## src/rtl/ldg_pkg.sv

```systemverilog
package ldg_pkg;

    // The pair outputs tie the design to exactly four channels.
    localparam int NCH   = 4;
    localparam int REF_W = 3;

    // Reference code 1..4 names channel 0..3; every other code means T0.
    function automatic logic ref_is_ch(input logic [REF_W-1:0] code);
        return (code >= 3'd1) && (code <= 3'd4);
    endfunction

    function automatic logic [1:0] ref_ch(input logic [REF_W-1:0] code);
        return 2'(code - 3'd1);
    endfunction

endpackage

```

## src/rtl/ldg_resolve.sv

```systemverilog
module ldg_resolve
    import ldg_pkg::*;
#(
    parameter int DLY_W = 8,
    localparam int EFF_W = DLY_W + $clog2(NCH)
) (
    input  logic [NCH*DLY_W-1:0] dly_i,
    input  logic [NCH*REF_W-1:0] ref_i,
    output logic [NCH*EFF_W-1:0] eff_o,
    output logic [EFF_W-1:0]     eff_max_o
);

    always_comb begin
        logic [REF_W-1:0] code [NCH];
        logic [EFF_W-1:0] off  [NCH];
        logic [EFF_W-1:0] eff  [NCH];
        logic [NCH-1:0]   looped;
        logic [1:0]       cur;
        logic             live;

        for (int c = 0; c < NCH; c++) begin
            code[c] = ref_i[c*REF_W +: REF_W];
            off[c]  = EFF_W'(dly_i[c*DLY_W +: DLY_W]);
        end

        // A channel lies on a loop when its chain comes back to itself.
        for (int c = 0; c < NCH; c++) begin
            looped[c] = 1'b0;
            cur       = 2'(c);
            live      = 1'b1;
            for (int s = 0; s < NCH; s++) begin
                if (live) begin
                    if (ref_is_ch(code[cur])) begin
                        cur = ref_ch(code[cur]);
                        if (cur == 2'(c)) begin
                            looped[c] = 1'b1;
                            live      = 1'b0;
                        end
                    end else begin
                        live = 1'b0;
                    end
                end
            end
        end

        // With loop members cut to T0 the graph is acyclic, depth < NCH.
        for (int c = 0; c < NCH; c++) begin
            eff[c] = off[c];
        end
        for (int p = 0; p < NCH - 1; p++) begin
            for (int c = 0; c < NCH; c++) begin
                if (ref_is_ch(code[c]) && !looped[c]) begin
                    eff[c] = off[c] + eff[ref_ch(code[c])];
                end
            end
        end

        eff_max_o = '0;
        for (int c = 0; c < NCH; c++) begin
            eff_o[c*EFF_W +: EFF_W] = eff[c];
            if (eff[c] > eff_max_o) begin
                eff_max_o = eff[c];
            end
        end
    end

endmodule

```

## src/rtl/ldg_seq.sv

```systemverilog
module ldg_seq
    import ldg_pkg::*;
#(
    parameter int DLY_W = 8,
    parameter int LAT   = 2,
    parameter int HOLD  = 4,
    localparam int EFF_W = DLY_W + $clog2(NCH),
    localparam int CNT_W = $clog2(NCH * (2 ** DLY_W) + LAT + HOLD) + 1
) (
    input  logic                 clk,
    input  logic                 rst_n,
    input  logic                 trig_i,
    input  logic                 inhibit_i,
    input  logic [NCH*EFF_W-1:0] eff_i,
    input  logic [EFF_W-1:0]     eff_max_i,
    output logic                 busy_o,
    output logic [CNT_W-1:0]     cnt_o,
    output logic [NCH*EFF_W-1:0] eff_o
);

    typedef struct packed {
        logic                 busy;
        logic [CNT_W-1:0]     cnt;
        logic [CNT_W-1:0]     last;
        logic [NCH*EFF_W-1:0] eff;
    } seq_t;

    seq_t st_d, st_q;

    always_comb begin
        st_d = st_q;
        if (!st_q.busy) begin
            if (trig_i && !inhibit_i) begin
                st_d.busy = 1'b1;
                st_d.cnt  = '0;
                st_d.eff  = eff_i;
                st_d.last = CNT_W'(LAT) + CNT_W'(eff_max_i) + CNT_W'(HOLD) - CNT_W'(1);
            end
        end else if (st_q.cnt == st_q.last) begin
            st_d.busy = 1'b0;
        end else begin
            st_d.cnt = st_q.cnt + CNT_W'(1);
        end
    end

    always_ff @(posedge clk) begin
        if (!rst_n) begin
            st_q <= '0;
        end else begin
            st_q <= st_d;
        end
    end

    assign busy_o = st_q.busy;
    assign cnt_o  = st_q.cnt;
    assign eff_o  = st_q.eff;

    // A running cycle keeps counting whatever the trigger does.
    assert_busy_ignores_trig_R7: assert property (@(posedge clk) disable iff (!rst_n)
        (st_q.busy && st_q.cnt != st_q.last) |=> (st_q.busy && st_q.cnt == $past(st_q.cnt) + CNT_W'(1)));

    // A cycle only starts from an uninhibited trigger.
    assert_inhibit_blocks_R8: assert property (@(posedge clk) disable iff (!rst_n)
        $rose(st_q.busy) |-> ($past(trig_i) && !$past(inhibit_i)));

    // Captured delays do not move during a cycle.
    assert_latched_stable_R10: assert property (@(posedge clk) disable iff (!rst_n)
        (st_q.busy && $past(st_q.busy)) |-> $stable(st_q.eff));

endmodule

```

## src/rtl/ldg_outs.sv

```systemverilog
module ldg_outs
    import ldg_pkg::*;
#(
    parameter int DLY_W = 8,
    parameter int LAT   = 2,
    parameter int HOLD  = 4,
    localparam int EFF_W = DLY_W + $clog2(NCH),
    localparam int CNT_W = $clog2(NCH * (2 ** DLY_W) + LAT + HOLD) + 1
) (
    input  logic                 clk,
    input  logic                 rst_n,
    input  logic                 busy_i,
    input  logic [CNT_W-1:0]     cnt_i,
    input  logic [NCH*EFF_W-1:0] eff_i,
    output logic                 t0_o,
    output logic [NCH-1:0]       ch_o,
    output logic                 ab_o,
    output logic                 ab_n_o,
    output logic                 cd_o,
    output logic                 cd_n_o
);

    assign t0_o = busy_i && (cnt_i >= CNT_W'(LAT));

    for (genvar g = 0; g < NCH; g++) begin : g_ch
        assign ch_o[g] = busy_i &&
            (cnt_i >= CNT_W'(LAT) + CNT_W'(eff_i[g*EFF_W +: EFF_W]));

        // Once high, a channel stays high until the cycle ends.
        assert_hold_high_R4: assert property (@(posedge clk) disable iff (!rst_n)
            (ch_o[g] && busy_i) |=> (ch_o[g] || !busy_i));
    end

    // A pair is high in the window where one channel has fired and the other has not.
    always_comb begin
        ab_o   = ch_o[0] != ch_o[1];
        cd_o   = ch_o[2] != ch_o[3];
        ab_n_o = !ab_o;
        cd_n_o = !cd_o;
    end

    assert_pulse_span_R5: assert property (@(posedge clk) disable iff (!rst_n)
        ab_o |-> (t0_o && (ch_o[0] || ch_o[1])));

    assert_no_zero_pulse_R11: assert property (@(posedge clk) disable iff (!rst_n)
        (busy_i && eff_i[0 +: EFF_W] == eff_i[EFF_W +: EFF_W]) |-> !ab_o);

endmodule

```

## src/rtl/linked_delay_gen.sv

```systemverilog
module linked_delay_gen
    import ldg_pkg::*;
#(
    parameter int DLY_W = 8,
    parameter int LAT   = 2,
    parameter int HOLD  = 4
) (
    input  logic                 clk,
    input  logic                 rst_n,
    input  logic                 trig_i,
    input  logic                 inhibit_i,
    input  logic [4*DLY_W-1:0]   dly_i,
    input  logic [11:0]          ref_i,
    output logic                 t0_o,
    output logic [3:0]           ch_o,
    output logic                 ab_o,
    output logic                 ab_n_o,
    output logic                 cd_o,
    output logic                 cd_n_o,
    output logic                 busy_o
);

    localparam int EFF_W = DLY_W + $clog2(NCH);
    localparam int CNT_W = $clog2(NCH * (2 ** DLY_W) + LAT + HOLD) + 1;

    logic [NCH*EFF_W-1:0] eff_now;
    logic [EFF_W-1:0]     eff_max;
    logic [NCH*EFF_W-1:0] eff_cap;
    logic [CNT_W-1:0]     cnt;
    logic                 busy;

    ldg_resolve #(.DLY_W(DLY_W)) u_resolve (
        .dly_i     (dly_i),
        .ref_i     (ref_i),
        .eff_o     (eff_now),
        .eff_max_o (eff_max)
    );

    ldg_seq #(.DLY_W(DLY_W), .LAT(LAT), .HOLD(HOLD)) u_seq (
        .clk       (clk),
        .rst_n     (rst_n),
        .trig_i    (trig_i),
        .inhibit_i (inhibit_i),
        .eff_i     (eff_now),
        .eff_max_i (eff_max),
        .busy_o    (busy),
        .cnt_o     (cnt),
        .eff_o     (eff_cap)
    );

    ldg_outs #(.DLY_W(DLY_W), .LAT(LAT), .HOLD(HOLD)) u_outs (
        .clk    (clk),
        .rst_n  (rst_n),
        .busy_i (busy),
        .cnt_i  (cnt),
        .eff_i  (eff_cap),
        .t0_o   (t0_o),
        .ch_o   (ch_o),
        .ab_o   (ab_o),
        .ab_n_o (ab_n_o),
        .cd_o   (cd_o),
        .cd_n_o (cd_n_o)
    );

    assign busy_o = busy;

    // Nothing is driven outside a cycle.
    assert_idle_quiet_R4: assert property (@(posedge clk) disable iff (!rst_n)
        !busy_o |-> (!t0_o && ch_o == 4'b0000 && !ab_o && !cd_o));

endmodule

```

## config.mk

```make
export PLATFORM = sky130hd
export DESIGN_NAME = linked_delay_gen
export DESIGN_NICKNAME = d
export VERILOG_FILES = /design/src/rtl/ldg_pkg.sv /design/src/rtl/ldg_resolve.sv /design/src/rtl/ldg_seq.sv /design/src/rtl/ldg_outs.sv /design/src/rtl/linked_delay_gen.sv
export SDC_FILE = /design/constraint.sdc
export NUM_CORES = 1
export LEC_CHECK = 0
export BUFFER_PORTS_ARGS = -buffer_cell sky130_fd_sc_hd__buf_2
export CAP_MARGIN = 10
export CORE_MARGIN = 4
export CORE_UTILIZATION = 60
export DETAILED_ROUTE_END_ITERATION = 8
export GPL_TIMING_DRIVEN = 0
export PLACE_DENSITY = 0.8
export REMOVE_ABC_BUFFERS = 1
export SETUP_SLACK_MARGIN = 0.5
export SLEW_MARGIN = 20
export SYNTH_ARGS = -nofsm -noshare
export SYNTH_HDL_FRONTEND = slang
export SYNTH_HIERARCHICAL = 1
export SYNTH_SLANG_ARGS = --single-unit
```

## constraint.sdc

```tcl
create_clock -name clk -period 48.4 [get_ports clk]
set_input_delay 2.42 -clock clk [delete_from_list [all_inputs] [get_ports clk]]
set_output_delay 2.42 -clock clk [all_outputs]
set_load 0.01 [all_outputs]
```

# ---- Word-level counts from Yosys, hierarchy flattened
# Cells that the tools add are included.
dict set report classes {
  n_addsub 36
  order_cmp 57
  eq_ne 16
  n_mux 188
  bitwise 17
  reduce_logical 40
}
# operator n
set op_table {}
lappend op_table {{2-to-1 mux 10 bit} 40}
lappend op_table {{binary-select mux 10 bit (select 2 bit)} 12}
lappend op_table {{adder 8 x 10 -> 10 bit} 12}
lappend op_table {{2-to-1 mux 1 bit} 77}
lappend op_table {{binary-select mux 3 bit (select 2 bit)} 12}
lappend op_table {{2-to-1 mux 3 bit} 24}
lappend op_table {{2-to-1 mux 65 bit} 1}
lappend op_table {{adder 2 x 10 -> 11 bit, first input constant} 5}
lappend op_table {{>= comparator 12 bit} 4}
lappend op_table {{>= comparator 3 x 1 -> 1 bit, second input constant} 16}
lappend op_table {{>= comparator 3 bit, second input constant} 16}
lappend op_table {{<= comparator 3 bit, second input constant} 16}
lappend op_table {{NOT 2 -> 3 bit} 16}
lappend op_table {{2-to-1 mux 2 bit} 20}
lappend op_table {{subtractor 2 x 1 -> 2 bit, second input constant} 16}
lappend op_table {{greater-than comparator 10 bit} 3}
lappend op_table {{logical AND 1 bit} 26}
lappend op_table {{== test 2 bit, second input constant} 8}
lappend op_table {{2-to-1 mux 13 bit} 1}
lappend op_table {{adder 12 x 1 -> 12 bit, second input constant} 1}
lappend op_table {{adder 12 x 3 -> 12 bit, second input constant} 1}
lappend op_table {{== test 12 bit} 1}
lappend op_table {{>= comparator 12 x 2 -> 1 bit, second input constant} 1}
lappend op_table {{2-to-1 mux 12 bit} 1}
lappend op_table {{10 further kinds} 24}
dict set report totals {
  ff_bits 65
  input_bits 48
  output_inout_bits 10
  wordCells 358
}

# ---- Logic depth before layout (Yosys ltp)
dict set report logic_depth {
  word_depth 93
  mapped_depth 110
  ltp_nobuf 105
}

# ---- Cells and area by module
# The synthesis kept the hierarchy.
# module instances cells_per_inst area_each_um2
set by_module_without_submodules {}
lappend by_module_without_submodules {ldg_resolve 1 1490 11721.2}
lappend by_module_without_submodules {ldg_seq 1 396 3183.1}
lappend by_module_without_submodules {ldg_outs 1 197 1577.8}

# ---- Worst setup path after synthesis
# Ideal clock, no wire load.
dict set report synth_timing {
  path_kind {in2reg}
  startpoint {in ref_i[3]}
  endpoint {reg u_seq/st_q[48] in the netlist's numbering}
  setup_time_ns 0.086
  arrival_time_ns 23.810
  path_slack_ns 24.505
  stages 100
  path_buffers 10
  path_cell_list {clkbuf_1 clkbuf_1 clkbuf_1 buf_1 clkbuf_1 nand2_1 mux2i_1 inv_1 ha_1 or3_1 and2_1 clkbuf_1 a21oi_1 o21ai_0 mux2_2 ha_1 nor4_1 a311o_1 [... 64 more ...] nand2b_1 a21oi_1 o21ai_0 o31a_1 clkbuf_1 mux2i_1 ha_1 a21o_1 a21o_1 a21oi_1 o211ai_1 nand2_1 mux2_2 ha_1 o2111ai_1 nor2_1 xnor2_1 a211oi_1}
}
dict set report synth_via {
  elab_chain_len 87
  word_cells_on_any_way 267
  cone_classes {add/sub: 27; order compare: 30; eq/ne: 10; mux: 166; bitwise: 10; reduce/logical: 24}
}
# element line_no
set synth_lines {}
lappend synth_lines {{start, declared} linked_delay_gen.sv:13} ;# input logic [11:0] ref_i,
lappend synth_lines {{binary-select mux 3 bit (select 2 bit)} {ldg_resolve.sv:33, ldg_resolve.sv:34}}
lappend synth_lines {{2-to-1 mux 3 bit (implied by the code) (2 in a row)} ldg_resolve.sv:33} ;# if (ref_is_ch(code[cur])) begin
lappend synth_lines {{>= comparator 3 x 1 -> 1 bit / <= comparator 3 bit (equally long branches)} ldg_pkg.sv:9} ;# return (code >= 3'd1) && (code <= 3'd4);
lappend synth_lines {{logical AND 1 bit} ldg_pkg.sv:9}
lappend synth_lines {{2-to-1 mux 2 bit} ldg_resolve.sv:33}
lappend synth_lines {{2-to-1 mux 2 bit} ldg_resolve.sv:32} ;# if (live) begin
lappend synth_lines {{NOT 2 -> 3 bit (implied by the code)} {ldg_resolve.sv:33, ldg_resolve.sv:34}}
lappend synth_lines {{binary-select mux 3 bit (select 2 bit)} {ldg_resolve.sv:33, ldg_resolve.sv:34}}
lappend synth_lines {{[... 58 more ...]} n/a}
lappend synth_lines {{named net eff_now[7]} linked_delay_gen.sv:26} ;# logic [NCH*EFF_W-1:0] eff_now;
lappend synth_lines {{[... 5 more ...]} n/a}
lappend synth_lines {{named net eff_now[17]} linked_delay_gen.sv:26}
lappend synth_lines {{[... 8 more ...]} n/a}
lappend synth_lines {{adder 8 x 10 -> 10 bit} ldg_resolve.sv:53} ;# eff[c] = off[c] + eff[ref_ch(code[c])];
lappend synth_lines {{2-to-1 mux 10 bit} ldg_resolve.sv:52} ;# if (ref_is_ch(code[c]) && !looped[c]) begin
lappend synth_lines {{greater-than comparator 10 bit} ldg_resolve.sv:61} ;# if (eff[c] > eff_max_o) begin
lappend synth_lines {{2-to-1 mux 10 bit (*)} ldg_resolve.sv:61}
lappend synth_lines {{named net eff_max[0]} linked_delay_gen.sv:27} ;# logic [EFF_W-1:0] eff_max;
lappend synth_lines {{adder 2 x 10 -> 11 bit (*)} ldg_seq.sv:37} ;# st_d.last = CNT_W'(LAT) + CNT_W'(eff_max_i) + CNT_W'(HOLD) - CNT_W'(1);
lappend synth_lines {{adder 12 x 3 -> 12 bit (*)} ldg_seq.sv:37}
lappend synth_lines {{subtractor 12 x 1 -> 12 bit (*)} ldg_seq.sv:37}
lappend synth_lines {{end signal, assigned} ldg_seq.sv:50} ;# st_q <= st_d;
lappend synth_lines {{end, declared} ldg_seq.sv:28} ;# seq_t st_d, st_q;
# Mark *: on every way through the listed nets, which the timed path passes. The rest lies on a longest branch. The select of a mux whose other input is x is not followed.
# A chain may end at the register's enable or synchronous reset.

# ---- Final worst setup path
dict set report layout_timing {
  startpoint {in ref_i[0]}
  endpoint {reg u_seq/st_q[48] in the netlist's numbering}
}
dict set report layout_via {
  elab_chain_len 91
  word_cells_on_any_way 271
  cone_classes {add/sub: 28; order compare: 30; eq/ne: 9; mux: 169; bitwise: 10; reduce/logical: 25}
}
# element line_no
set layout_lines {}
lappend layout_lines {{>= comparator 3 x 1 -> 1 bit / <= comparator 3 bit (equally long branches)} ldg_pkg.sv:9}
lappend layout_lines {{logical AND 1 bit} ldg_pkg.sv:9}
lappend layout_lines {{2-to-1 mux 2 bit} ldg_resolve.sv:33}
lappend layout_lines {{NOT 2 -> 3 bit (implied by the code)} {ldg_resolve.sv:33, ldg_resolve.sv:34}}
lappend layout_lines {{binary-select mux 3 bit (select 2 bit)} {ldg_resolve.sv:33, ldg_resolve.sv:34}}
lappend layout_lines {{2-to-1 mux 3 bit (implied by the code) (2 in a row)} ldg_resolve.sv:33}
lappend layout_lines {{>= comparator 3 x 1 -> 1 bit / <= comparator 3 bit (equally long branches)} ldg_pkg.sv:9}
lappend layout_lines {{logical AND 1 bit} ldg_pkg.sv:9}
lappend layout_lines {{[... 62 more ...]} n/a}
lappend layout_lines {{named net eff_now[5]} linked_delay_gen.sv:26}
lappend layout_lines {{[... 5 more ...]} n/a}
lappend layout_lines {{named net eff_now[17]} linked_delay_gen.sv:26}
lappend layout_lines {{[... 8 more ...]} n/a}
lappend layout_lines {{adder 8 x 10 -> 10 bit} ldg_resolve.sv:53}
lappend layout_lines {{2-to-1 mux 10 bit} ldg_resolve.sv:52}
lappend layout_lines {{greater-than comparator 10 bit} ldg_resolve.sv:61}
lappend layout_lines {{2-to-1 mux 10 bit (*)} ldg_resolve.sv:61}
lappend layout_lines {{named net eff_max[0]} linked_delay_gen.sv:27}
lappend layout_lines {{adder 2 x 10 -> 11 bit (*)} ldg_seq.sv:37}
lappend layout_lines {{adder 12 x 3 -> 12 bit (*)} ldg_seq.sv:37}
lappend layout_lines {{subtractor 12 x 1 -> 12 bit (*)} ldg_seq.sv:37}
# Marked as above.

==> impl_metrics.csv <==
group,metric,value,unit
run_status,status,"finished, final reports clean",
detailed_routing,wl_per_cell,21.7,um
synthesis,synth-async-reset-ratio,0,%
synthesis,yosys_warnings,6,
synthesis,avgSynthCellArea,7.91,um^2
clock_tree,cts_root_buf,"clkbuf_16",
global_route,antenna_found_initial,0,
worst_setup_path,cpPeakStageDelay,900,ps
finish,antenna_cells,0,
detailed_routing,viasPerCell,6.97,
worst_setup_path,startpoint_type,"primary input",
synthesis,synth_edf_count,0,
worst_setup_path,r2r_setup_slack,46110,ps
global_route,gr-usage-all-layers,32.3,%
die,ioPinCount,58,
place,postPlaceCellArea,0.0166,mm^2
worst_setup_path,critical_path_arrival,29080,ps
finish,final_cell_mix,"228 x nand2_1, 206 x ha_1, 176 x a21oi_1",
power_and_ir_drop,power.density,54.5,mW/mm^2
clock_tree,holdBufCountCts,0,
place,io_buffer_count,57,
clock_tree,cts_resized,0,
clock_tree,htree_levels,3,
die,start_util,61.0,%
worst_setup_path,cp_data_required_time,48630,ps
synthesis,yosysUniqueCellTypes,114,
worst_setup_path,r2r-start,"u_seq/busy_o",
synthesis,ys_seq_area_share,7.77,%
clock_tree,clock_latency,330,ps
timing,max_slew_margin,18.8,%
clock_tree,clkSlewWorstSetupHoldPaths,50,ps
finish,multi_input_area,0.0140,mm^2
timing,clock_skew,9.92,ps
global_route,grt_pass1_wl,81300,um
finish,stdcell_area,0.0169,mm^2
hold_path,hold_path.class,"reg2reg",
finish,area_growth,2.60,%
worst_setup_path,crit_path_end_kind,"flop",
worst_setup_path,crit_slowest_cell,"o21ai_0",
timing,rsz0062_at_grt,"false",
finish,final_common_cell,"nand2_1",
timing,finalSetupTns,0,ps
die,core,0.0270,mm^2
power_and_ir_drop,peakVddDrop,49.8,uV
clock_tree,clockBufferDepth,2,
detailed_routing,via_count,16400,
global_route,grt_pass1_vias,15900,
place,routabilityCongestion,0.983,
detailed_routing,drt_first_pass_iters,6,
finish,drive_gt1_share,13.1,%
die,num_rows,60,
timing,hold_viol,0,
worst_setup_path,rr_endpoint,"u_seq/eff_o[34]",
detailed_routing,routed_wl,51000,um
timing,setup_viol,0,
job,maxCapViolCount,0,
timing,drv_slew,0,
synthesis,syn_inst,2083,
timing,fin_crit,28860,ps
hold_path,hold_path_end,"u_seq/st_q[42]",
die,die_y,174,um
clock_tree,clock_sinks,64,
global_route,grt_overflow_total,0,
worst_setup_path,crit_fanout,36,
synthesis,syn-cell-area,0.0165,mm^2
finish,fin_nets,2277,
detailed_routing,ant_nets,0,
finish,fillers,2379,
hold_path,hold_start,"u_seq/st_q[42]",
timing,tightest_slew,1210,ps
worst_setup_path,reg2reg_depth,3,
timing,fmax,34.7,MHz
timing,period_share,59.6,%
finish,regArea,0.00128,mm^2
place,dp_hpwl,38200,um
die,fp.dieW,174,um
clock_tree,cts_buffers,9,
die,dieArea,0.0302,mm^2
synthesis,ys_ff_latch,64,
worst_setup_path,cpMostUsedCell,"ha_1",
worst_setup_path,crit_type,"in2reg",
power_and_ir_drop,p_leak,7.22,nW
detailed_routing,drc_errors,0,
hold_path,hold_path_depth,2,
clock_tree,cts_setup_buffers,0,
global_route,grt_start_max_net_pins,53,
detailed_routing,dr.first_iter.drc_count,2046,
synthesis,synth_flop_cell,"dfxtp_1",
clock_tree,cts_tree,"built",
metal layers:
| layer | track usage (%) | wire [um] |
|---|---|---|
| met5 | 0 | 0 |
| met4 | 13.7 | 2270 |
| met3 | 6.67 | 4950 |
| met2 | 53.8 | 23700 |
| met1 | 40.8 | 20000 |
sequential cells by signal, indices dropped and copies added (netlist names):
register,count
u_seq/st_q,11
u_seq/busy_o,1
u_seq/cnt_o,12
u_seq/eff_o,40
through the flow:
| step | worst slack [ps] | hold WS (ps) | utilization, % | instances | power, mW |
|---|---|---|---|---|---|
| finish | 19540 | 472 | 62.6 | 2353 | 0.921 |
| global route | 18040 | 487 | 62.6 | 2353 | 1.00 |
| CTS | 19600 | 472 | 62.5 | 2353 | 0.900 |
| detailed placement | 19350 | 464 | 61.5 | 2337 | 0.834 |
| global placement | 16350 | 451 | 60.7 | 2328 | 0.801 |
| floorplan | 24050 | 441 | - | 1930 | 0.660 |
report_power, final:
| part | switching (mW) | internal (mW) | leakage, nW |
|---|---|---|---|
| Clock | 0.0249 | 0.0361 | 0.135 |
| Combinational | 0.462 | 0.330 | 6.57 |
| Sequential | 0.00824 | 0.0598 | 0.521 |
| Total | 0.495 | 0.426 | 7.22 |
cell type report:
class | count | area share (%)
inverters | 121 | 2.69
flip-flops and latches | 64 | 7.58
repair buffers | 66 | 2.74
clock buffers | 10 | 1.41
clock inverters | 6 | 0.252
well taps | 341 | 2.52
multi-input cells | 1745 | 82.8
how the worst max path moves through the flow:
stage | end | cells after the start | from
2_1_floorplan | u_seq/st_q[48] | 96 | ref_i[0]
3_3_place_gp | u_seq/st_q[48] | 96 | ref_i[0]
3_5_place_dp | u_seq/st_q[48] | 99 | ref_i[0]
4_1_cts | u_seq/st_q[48] | 99 | ref_i[0]
5_1_grt | u_seq/st_q[48] | 102 | ref_i[0]
6_report | u_seq/st_q[48] | 100 | ref_i[0]
cells by family after synthesis:
| kind of cell | synth area share (%) |
|---|---|
| compound gates | 23.1 |
| buf+inv | 7.61 |
| mux | 16.7 |
| flops | 7.77 |
| fa+ha+maj | 17.4 |
| simple gates | 20.1 |
| xor+xnor | 7.27 |
worst max-delay path: cells and delay by family:
family | cells | cell delay [ps]
multiplexers | 12 | 5550
AO/OA/AOI/OAI | 34 | 8150
buffers and inverters | 8 | 1380
adder cells (fa/ha/maj) | 17 | 5370
XOR/XNOR | 9 | 1330
AND/OR/NAND/NOR | 20 | 4760
Yosys cell counts (all sizes together), types with 18 or more instances:
cell type / instances / area [um^2]
nand2: 229 / 860
ha: 210 / 2630
a21oi: 177 / 890
o21ai: 154 / 775
inv: 118 / 443
nor2: 109 / 412
mux4: 96 / 2160
buf: 84 / 541
xor2: 74 / 648
clkbuf: 69 / 259
dfxtp: 64 / 1280
nand3: 62 / 323
xnor2: 62 / 551
a21o: 52 / 392
nor3: 49 / 262
mux2i: 39 / 407
nor2b: 37 / 231
nand2b: 26 / 163
o21bai: 26 / 195
nor4: 25 / 223
and3: 23 / 144
o211ai: 19 / 148
and2: 18 / 114
No activity file was read; power rests on OpenSTA's default activity.
